**src/rtl/adc_seq_pkg.sv**
```systemverilog
package adc_seq_pkg;

  typedef enum logic [2:0] {
    S_IDLE,
    S_QUIET,
    S_CONV,
    S_PULSE,
    S_READ,
    S_TAIL
  } seq_state_e;

  // nanoseconds to clock cycles, rounded up, never below one
  function automatic int ns2cyc(input int ns, input int per_ns);
    int c;
    c = (ns + per_ns - 1) / per_ns;
    return (c < 1) ? 1 : c;
  endfunction

endpackage

```
**src/rtl/adc_trig_gen.sv**
```systemverilog
module adc_trig_gen #(
  parameter int PERIOD_W = 32
) (
  input  logic                clk_i,
  input  logic                rst_ni,
  input  logic [PERIOD_W-1:0] period_i,
  output logic                tick_o
);

  logic [PERIOD_W-1:0] cnt_q;

  assign tick_o = (period_i != '0) && (cnt_q >= period_i - 1'b1);

  always_ff @(posedge clk_i or negedge rst_ni) begin
    if (!rst_ni)                cnt_q <= '0;
    else if (tick_o)            cnt_q <= '0;
    else if (period_i == '0)    cnt_q <= '0;
    else                        cnt_q <= cnt_q + 1'b1;
  end

endmodule

```
**src/rtl/adc_shift_rx.sv**
```systemverilog
module adc_shift_rx #(
  parameter int MAX_BITS = 18,
  parameter int NB_W     = 5
) (
  input  logic                clk_i,
  input  logic                rst_ni,
  input  logic                start_i,
  input  logic [NB_W-1:0]     nbits_i,
  input  logic                sdi_i,
  output logic                sclk_o,
  output logic                done_o,
  output logic [MAX_BITS-1:0] data_o
);

  logic                busy_q, ph_q, sclk_q, done_q;
  logic [NB_W-1:0]     cnt_q;
  logic [MAX_BITS-1:0] sr_q;

  always_ff @(posedge clk_i or negedge rst_ni) begin
    if (!rst_ni) begin
      busy_q <= 1'b0;
      ph_q   <= 1'b0;
      sclk_q <= 1'b0;
      done_q <= 1'b0;
      cnt_q  <= '0;
      sr_q   <= '0;
    end else begin
      done_q <= 1'b0;
      if (start_i) begin
        busy_q <= 1'b1;
        ph_q   <= 1'b0;
        cnt_q  <= '0;
        sr_q   <= '0;
      end else if (busy_q) begin
        if (!ph_q) begin
          // rising edge of sclk: capture
          sclk_q <= 1'b1;
          sr_q   <= {sr_q[MAX_BITS-2:0], sdi_i};
          ph_q   <= 1'b1;
        end else begin
          sclk_q <= 1'b0;
          ph_q   <= 1'b0;
          if (cnt_q == nbits_i - 1'b1) begin
            busy_q <= 1'b0;
            done_q <= 1'b1;
          end else begin
            cnt_q <= cnt_q + 1'b1;
          end
        end
      end
    end
  end

  assign sclk_o = sclk_q;
  assign done_o = done_q;
  assign data_o = sr_q;

  p_sclk_idle_r6: assert property (@(posedge clk_i) disable iff (!rst_ni)
    !busy_q |-> !sclk_q);

  p_one_done_r7: assert property (@(posedge clk_i) disable iff (!rst_ni)
    done_q |=> !done_q);

endmodule

```
**src/rtl/adc_capture_seq.sv**
```systemverilog
module adc_capture_seq
  import adc_seq_pkg::*;
#(
  parameter int CLK_PERIOD_NS = 20,
  parameter int T_QUIET_NS    = 20,
  parameter int T_CNVH_NS     = 10,
  parameter int CONV_NS       = 420,
  parameter int TURBO_CONV_NS = 320,
  parameter int MAX_BITS      = 18,
  parameter int OUT_W         = 32,
  parameter int PERIOD_W      = 32,
  parameter int NB_W          = $clog2(MAX_BITS + 1)
) (
  input  logic                clk_i,
  input  logic                rst_ni,
  input  logic [PERIOD_W-1:0] period_i,
  input  logic                rd_during_i,
  input  logic                turbo_i,
  input  logic [NB_W-1:0]     nbits_i,
  output logic                cs_o,
  output logic                sclk_o,
  input  logic                sdi_i,
  output logic                valid_o,
  output logic [OUT_W-1:0]    data_o,
  output logic                overrun_o
);

  localparam int QUIET_CYC = ns2cyc(T_QUIET_NS, CLK_PERIOD_NS);
  localparam int CNVH_CYC  = ns2cyc(T_CNVH_NS, CLK_PERIOD_NS);
  localparam int CONV_CYC  = ns2cyc(CONV_NS, CLK_PERIOD_NS);
  localparam int TURBO_CYC = ns2cyc(TURBO_CONV_NS, CLK_PERIOD_NS);
  localparam int MAX_CYC   = (CONV_CYC > QUIET_CYC) ? CONV_CYC : QUIET_CYC;
  localparam int TMR_W     = $clog2(MAX_CYC + 1) + 1;

  seq_state_e          state_q;
  logic [TMR_W-1:0]    tmr_q, conv_q, conv_len;
  logic                mode_q, turbo_q, overrun_q;
  logic [NB_W-1:0]     nb_q;
  logic                tick, rx_start, rx_done;
  logic [MAX_BITS-1:0] rx_data;

  adc_trig_gen #(.PERIOD_W(PERIOD_W)) u_trig (
    .clk_i   (clk_i),
    .rst_ni  (rst_ni),
    .period_i(period_i),
    .tick_o  (tick)
  );

  assign conv_len = turbo_q ? TMR_W'(TURBO_CYC) : TMR_W'(CONV_CYC);
  assign rx_start = ((state_q == S_CONV) || (state_q == S_PULSE)) && (tmr_q == '0);

  always_ff @(posedge clk_i or negedge rst_ni) begin
    if (!rst_ni) begin
      state_q   <= S_IDLE;
      tmr_q     <= '0;
      conv_q    <= '0;
      mode_q    <= 1'b0;
      turbo_q   <= 1'b0;
      nb_q      <= NB_W'(MAX_BITS);
      overrun_q <= 1'b0;
    end else begin
      overrun_q <= tick && (state_q != S_IDLE);
      if (conv_q != '0) conv_q <= conv_q - 1'b1;
      unique case (state_q)
        S_IDLE: if (tick) begin
          state_q <= S_QUIET;
          tmr_q   <= TMR_W'(QUIET_CYC - 1);
          mode_q  <= rd_during_i;
          turbo_q <= turbo_i;
          nb_q    <= ((nbits_i == '0) || (nbits_i > NB_W'(MAX_BITS)))
                     ? NB_W'(MAX_BITS) : nbits_i;
        end
        S_QUIET: if (tmr_q == '0) begin
          state_q <= mode_q ? S_PULSE : S_CONV;
          tmr_q   <= mode_q ? TMR_W'(CNVH_CYC - 1) : conv_len - 1'b1;
          conv_q  <= conv_len - 1'b1;
        end else begin
          tmr_q <= tmr_q - 1'b1;
        end
        S_CONV, S_PULSE: if (tmr_q == '0) state_q <= S_READ;
                         else tmr_q <= tmr_q - 1'b1;
        S_READ: if (rx_done) state_q <= mode_q ? S_TAIL : S_IDLE;
        S_TAIL: if (conv_q == '0) state_q <= S_IDLE;
        default: state_q <= S_IDLE;
      endcase
    end
  end

  adc_shift_rx #(.MAX_BITS(MAX_BITS), .NB_W(NB_W)) u_rx (
    .clk_i  (clk_i),
    .rst_ni (rst_ni),
    .start_i(rx_start),
    .nbits_i(nb_q),
    .sdi_i  (sdi_i),
    .sclk_o (sclk_o),
    .done_o (rx_done),
    .data_o (rx_data)
  );

  assign cs_o      = (state_q == S_CONV) || (state_q == S_PULSE);
  assign valid_o   = rx_done;
  assign data_o    = {{(OUT_W-MAX_BITS){1'b0}}, rx_data};
  assign overrun_o = overrun_q;

  // run-length counters for the select-line timing checks
  logic [7:0] lo_cnt, hi_cnt;
  always_ff @(posedge clk_i or negedge rst_ni) begin
    if (!rst_ni) begin
      lo_cnt <= '0;
      hi_cnt <= '0;
    end else begin
      lo_cnt <= cs_o ? '0 : ((lo_cnt == 8'hff) ? lo_cnt : lo_cnt + 1'b1);
      hi_cnt <= !cs_o ? '0 : ((hi_cnt == 8'hff) ? hi_cnt : hi_cnt + 1'b1);
    end
  end

  p_quiet_r1: assert property (@(posedge clk_i) disable iff (!rst_ni)
    $rose(cs_o) |-> (lo_cnt >= 8'(QUIET_CYC)));

  p_cnvh_r2: assert property (@(posedge clk_i) disable iff (!rst_ni)
    $fell(cs_o) |-> (hi_cnt >= 8'(CNVH_CYC)));

  p_no_sclk_r3: assert property (@(posedge clk_i) disable iff (!rst_ni)
    cs_o |-> !sclk_o);

  p_zext_r7: assert property (@(posedge clk_i) disable iff (!rst_ni)
    valid_o |-> ((data_o >> nb_q) == '0));

  p_overrun_r9: assert property (@(posedge clk_i) disable iff (!rst_ni)
    overrun_o |-> ($past(state_q) != S_IDLE));

endmodule

```
**config.mk**
```make
export PLATFORM = sky130hd
export DESIGN_NAME = adc_capture_seq
export DESIGN_NICKNAME = d
export VERILOG_FILES = /design/src/rtl/adc_seq_pkg.sv /design/src/rtl/adc_trig_gen.sv /design/src/rtl/adc_shift_rx.sv /design/src/rtl/adc_capture_seq.sv
export SDC_FILE = /design/constraint.sdc
export NUM_CORES = 1
export LEC_CHECK = 0
export BUFFER_PORTS_ARGS = -buffer_cell sky130_fd_sc_hd__buf_2
export CAP_MARGIN = 30
export CORE_ASPECT_RATIO = 1.25
export CORE_MARGIN = 5
export CORE_UTILIZATION = 45
export DETAILED_ROUTE_END_ITERATION = 12
export GPL_TIMING_DRIVEN = 0
export HOLD_SLACK_MARGIN = 0.06
export PLACE_DENSITY_LB_ADDON = 0.12
export SLEW_MARGIN = 20
export SYNTH_ARGS = -nofsm -noshare
export SYNTH_HDL_FRONTEND = slang
export SYNTH_SLANG_ARGS = --single-unit
```
**constraint.sdc**
```tcl
create_clock -name clk_i -period 5 [get_ports clk_i]
set_input_delay 0.5 -clock clk_i [delete_from_list [all_inputs] [get_ports clk_i]]
set_output_delay 0.5 -clock clk_i [all_outputs]
set_load 0.005 [all_outputs]
```
### Yosys cells after proc, flatten, opt, wreduce, memory -nomap -nowiden

Cells that the tools add are included.

| operators by class | value |
|---|---|
| add/subtract/negate cells | 7 |
| order comparisons | 2 |
| equal/unequal tests | 14 |
| muxes and demuxes | 38 |
| bitwise operators | 1 |
| reductions and logical operators | 23 |

Operators with widths:

| kind | number |
|---|---|
| $mux W32 | 2 |
| $mux W18 | 3 |
| $mux W6 | 7 |
| $add A32 B1 Y32 const B | 1 |
| $ge A32 B32 Y1 | 1 |
| $logic_not A32 Y1 | 1 |
| $reduce_bool A32 Y1 | 1 |
| $sub A32 B1 Y32 const B | 1 |
| $mux W5 | 5 |
| $mux W3 | 7 |
| $pmux W6 S3 | 1 |
| $pmux W3 S5 | 1 |
| $ne A2 B2 Y1 const B | 7 |
| $logic_not A6 Y1 | 2 |
| $mux W1 | 12 |
| $sub A6 B1 Y6 const B | 2 |
| $eq A3 B2 Y1 const B | 2 |
| $eq A3 B3 Y1 const B | 2 |
| $reduce_and A2 Y1 | 3 |
| $reduce_and A3 Y1 | 2 |
| $reduce_bool A3 Y1 | 2 |
| $reduce_bool A6 Y1 | 1 |
| $sub A5 B1 Y6 const B | 1 |
| $add A5 B1 Y5 const B | 1 |
| other kinds (13) | 17 |

| word-level totals | value |
|---|---|
| bits in registers | 82 |
| input port bits | 42 |
| output and inout bits | 36 |
| word-level logic and storage cells | 99 |

### Logic depth before layout (Yosys ltp)

| logic depth | value |
|---|---|
| depth after elaboration | 6 |
| depth in mapped cells | 19 |
| depth with buffers taken out | 17 |

### Modules after synthesis

From an unflattened synthesis, not the netlist that was laid out.

| unflattened totals | value |
|---|---|
| cells, all modules | 590 |
| area total of the unflattened synthesis | 5551.6 µm² |

Modules (own cells, without submodules):

| module | times used | cells each | area an instance (µm²) | sequential area each (µm²) |
|---|---|---|---|---|
| adc_trig_gen | 1 | 328 | 2886.5 | 800.8 |
| adc_capture_seq | 1 | 162 | 1467.7 | 578.1 |
| adc_shift_rx | 1 | 100 | 1197.4 | 675.6 |

### Worst setup path before layout

No wires, ideal clock.

| timing path | value |
|---|---|
| path type | in2reg |
| from | input port period_i[1] |
| to | register tmr_q[5] |
| setup time | 0.065 ns |
| arrival | 4.093 ns |
| data required time | 4.935 ns |
| slack | 0.842 ns |
| cell stages on the path | 17 |
| path buffers | 1 |
| path through | nor3_2 -> nand2_1 -> or2_2 -> or3_1 -> nor3_2 -> and2_0 -> buf_2 -> nand2_1 -> xor2_1 -> ha_1 -> nand4_1 -> nor4_1 -> nand2_1 -> a31oi_1 -> o31ai_4 -> or4_1 -> nand2_1 |

| on the way | value |
|---|---|
| longest elaborated chain between the ends | 5 |
| elaborated cells between the ends (all ways) | 6 |
| classes of those cells | 1 x add/sub; 1 x order compare; 1 x eq/ne; 3 x reduce/logical |

Ends and longest elaborated chain:

| element | RTL line | text |
|---|---|---|
| start, declared | adc_capture_seq.sv:16 | `input logic [PERIOD_W-1:0] period_i,` |
| $sub A32 B1 Y32 | adc_trig_gen.sv:12 | `assign tick_o = (period_i != '0) && (cnt_q >= period_i - 1'b1);` |
| $ge A32 B32 Y1 | adc_trig_gen.sv:12 |  |
| $logic_and A1 B1 Y1 * | adc_trig_gen.sv:12 |  |
| $ne A2 B2 Y1 (no source line) * | n/a |  |
| $reduce_and A3 Y1 (no source line) * | n/a |  |
| end signal, assigned | adc_capture_seq.sv:67 | `tmr_q <= TMR_W'(QUIET_CYC - 1);` |
| end signal, assigned | adc_capture_seq.sv:75 | `tmr_q <= mode_q ? TMR_W'(CNVH_CYC - 1) : conv_len - 1'b1;` |
| end signal, assigned | adc_capture_seq.sv:78 | `tmr_q <= tmr_q - 1'b1;` |
| end, declared | adc_capture_seq.sv:36 | `logic [TMR_W-1:0] tmr_q, conv_q, conv_len;` |

Every way passes the cells marked *; elsewhere a longest branch is shown, timed or not.
A chain may end at the register's enable or synchronous reset.

### Worst setup path after layout

| timing path | value |
|---|---|
| from | input port period_i[2] |
| to | register tmr_q[5] |

The elaborated chain is that of the path after synthesis.

==> flow_summary_export.csv <==
group,metric,value,unit
pwr,power,2.95,mW
die,rows,44,
pwr,sequentialPowerShare,37.8,%
clock_tree,postCtsSetupBuffers,0,
place,pre_cts_slack,-0.0436,ns
yosys,muxShareOfSynthArea,1.03,%
clock_tree,clockBufferDepth,2,
layout,layout_commonest_cell,"nor2_1",
yosys,synth_top_family_by_area,"simple AND/OR/NAND/NOR gates",
global_route,grt_use_total,17.0,%
route,drtAntennaViolNets,0,
global_route,gr-total-overflow,0,
route,vias,4242,
route,viasPerCell,5.28,
job,maxCapViolCount,0,
global_route,grt_pass1_vias,4225,
sta,rsz0062_at_grt,"no",
route,drtIter0Drc,171,
sta,max_freq,0.224,GHz
worst_setup_path,critPathMaxFanout,5,
place,port_buffers,63,
clock_tree,htree_num_levels,3,
die,dieArea,13900,um2
route,avgRoutedWirePerCell,14.0,um
route,firstDrtPassIters,4,
layout,layoutNonFillerInstCount,803,
sta,fin_skew,0.00968,ns
die,die_y,130,um
yosys,synth-simple-area-share,22.8,%
pwr,p_leak,2.90,nW
pwr,p_clk_share,24.9,%
layout,layout.nets,741,
sta,hold_viol,0,
sta,maxSlewHeadroom,41.4,%
clock_tree,cts_sinks,82,
yosys,ys_ff_latch,82,
worst_setup_path,criticalPathCategory,"in2reg",
hold_path,holdCritPathClass,"in2async",
place,place.gp.congestion,0.808,
yosys,yosysTopAreaCellShare,38.3,%
sta,worstMarginPinSlew,0.871,ns
yosys,seq_area_frac_synth,39.3,%
die,pin_count,78,
yosys,synth-xor-area-share,12.7,%
layout,layout_common_cells,"nor2_1 (86), dfrtp_1 (80), buf_2 (64), nand2_1 (58), xor2_1 (42)",
layout,fill_cells,1077,
route,drc,0,
place,hpwl,8.97,mm
die,fp.dieW,106,um
worst_setup_path,critPathArrivalTime,4.75,ns
yosys,yosys_warnings,0,
global_route,grt_first_pass_wirelength,19.1,mm
global_route,antenna_found_initial,0,
worst_setup_path,reg2reg_depth,9,
yosys,synth_area_leader_cell,"dfrtp_1",
yosys,synth.avg_cell_area,9.13,um2
yosys,synth_cells,572,
yosys,synth_compound_area_share,10.6,%
clock_tree,clk_latency,0.34,ns
layout,drive_gt1_share,17.3,%
sta,setup-tns-final,0,ns
route,drt-total-wl,11.3,mm
sta,finalSetupViolations,0,
sta,drv_slew,0,
clock_tree,cts-buffers-inserted,9,
pwr,switchingPower,1.10,mW
clock_tree,root_buffer,"clkbuf_16",
sta,period_needed,4.47,ns
global_route,grt_max_degree,45,
pwr,switching_share,37.4,%
yosys,synth_area,5220,um2
die,start_util,45.4,%
place,placedCellCount,787,
pwr,p_int,1.84,mW
sta,fin_crit_sh,89.3,%
yosys,yosys.area_share.adder,9.34,%
layout,antenna_cells,0,
pwr,share_comb_of_total_power,37.3,%
sta,setup_slack,0.534,ns
die,coreArea,11500,um2
worst_setup_path,cp.required,5.28,ns
run_status,status,"finished, final reports clean",
pwr,power.density,482,nW/um2
yosys,synth_cell_types,54,
layout,finish.utilization,53.2,%
pwr,peakVddDrop,0.000169,V
clock_tree,cts_tree,"yes",
clock_tree,clk_pin_slew,0.07,ns
worst_setup_path,start_kind,"primary input",
yosys,synth_area_leaders,"dfrtp_1 (38%), ha_1 (9.3%), xor2_1 (7.0%)",
layout,syn_to_final_growth,17.2,%
worst_setup_path,worstSetupEndpointType,"register",
-- worst max-delay path: stages --
cell and delay (ns):
buf_2 0.13, nor3_2 0.22, nand2_1 0.14, or2_2 0.31
or3_1 0.44, nor3_2 0.32, and2_0 0.16, buf_2 0.17
nand2_1 0.09, xor2_1 0.15, ha_1 0.29, nand4_1 0.18
nor4_1 0.46, nand2_1 0.12, a31oi_2 0.35, o31ai_4 0.13
or4_1 0.51, nand2_1 0.07
-- per-stage QoR --
stage,hold slack (ns),instance area [um2]
2_1_floorplan,0.204,5270
3_3_place_gp,0.454,5760
3_5_place_dp,0.469,5780
4_1_cts,0.147,6110
5_1_grt,0.166,6120
6_report,0.136,6120
-- sequential cells by signal, indices dropped and copies added, names as in the netlist --
register	flops
u_trig.cnt_q	32
state_q	3
mode_q	1
u_rx.done_o	1
tmr_q	6
u_rx.data_o	18
conv_q	6
u_rx.busy_q	1
overrun_o	1
u_rx.sclk_o	1
u_rx.ph_q	1
nb_q	5
turbo_q	1
u_rx.cnt_q	5
-- synthesized netlist by cell type (all sizes together) --
master  number
dfrtp       80
a22o        18
nor3b        4
a41oi        1
a21o         3
a21oi       19
nand4b       1
and4bb       1
or4          9
nand2       58
ha          39
and4         2
conb         1
a221oi       1
nand3b       2
or3          4
inv         12
o211ai       1
xor2        42
nand2b       5
dfstp        2
o21ai       27
o22a         1
mux2         3
mux2i        2
buf         17
a31oi        2
o21a         2
o22ai        1
a31o         1
nor2        87
o31ai        2
or2          3
nand4       10
nor3        17
and2         4
nor4         9
xnor2       34
and3         8
a211o        2
nor2b        1
a211oi       3
nand3       21
clkbuf      10
-- cell families after synthesis --
logic type                 after synthesis
muxes                                    5
AOI/OAI and AO/OA                       84
and+or+nand+nor                        246
DFF                                     82
other                                    1
buffers and inverters                   39
xor gates and xnor gates                76
adders and majority gates               39
-- repair_timing --
item / in CTS / in global routing
hold buffers: 0 / 0
resized for setup: 0 / 1
endpoints found under the setup margin: 0 / 1
-- final cells by class --
class | instances | area (um2) | share of cell area (%)
Buffer | 27 | 164 | 2.68
Clock buffer | 9 | 225 | 3.68
Clock inverter | 7 | 105 | 1.72
Inverter | 12 | 45.0 | 0.736
Multi-Input combinational cell | 464 | 3010 | 49.3
Sequential cell | 82 | 2050 | 33.6
Tap cell | 138 | 173 | 2.82
Timing Repair Buffer | 64 | 338 | 5.52
-- path summary, 6_finish.rpt --
check / from / end / slack (ns)
min reg2reg: u_rx.sclk_o$_DFFE_PN0P_ / u_rx.sclk_o$_DFFE_PN0P_ / 0.49
max: period_i[2] / tmr_q[5]$_DFFE_PN0P_ / 0.53
max in group asynchronous: rst_ni / u_rx.data_o[5]$_DFFE_PN0P_ / 4.25
max reg2reg: tmr_q[0]$_DFFE_PN0P_ / u_rx.data_o[14]$_DFFE_PN0P_ / 2.14
min in group clk_i: sdi_i / u_rx.data_o[0]$_DFFE_PN0P_ / 0.39
min: rst_ni / nb_q[2]$_DFFE_PN0P_ / 0.14
-- power by group through the flow --
| stage | Clock [mW] | Combinational, mW | Sequential, mW |
|---|---|---|---|
| floorplan | 0 | 0.833 | 1.07 |
| global placement | 0 | 1.07 | 1.11 |
| detailed placement | 0 | 1.11 | 1.12 |
| CTS | 0.758 | 1.11 | 1.11 |
| global route | 0.790 | 1.27 | 1.15 |
| finish | 0.735 | 1.10 | 1.11 |
-- routing by layer --
metal	part of all wire, %	up-vias	track usage (%)
li1	-	2145	-
met1	44	2019	20.2
met2	51	65	31.1
met3	3.1	13	3.19
met4	1.2	0	5.34
met5	0	-	0
(Power assumes the default switching activity.)
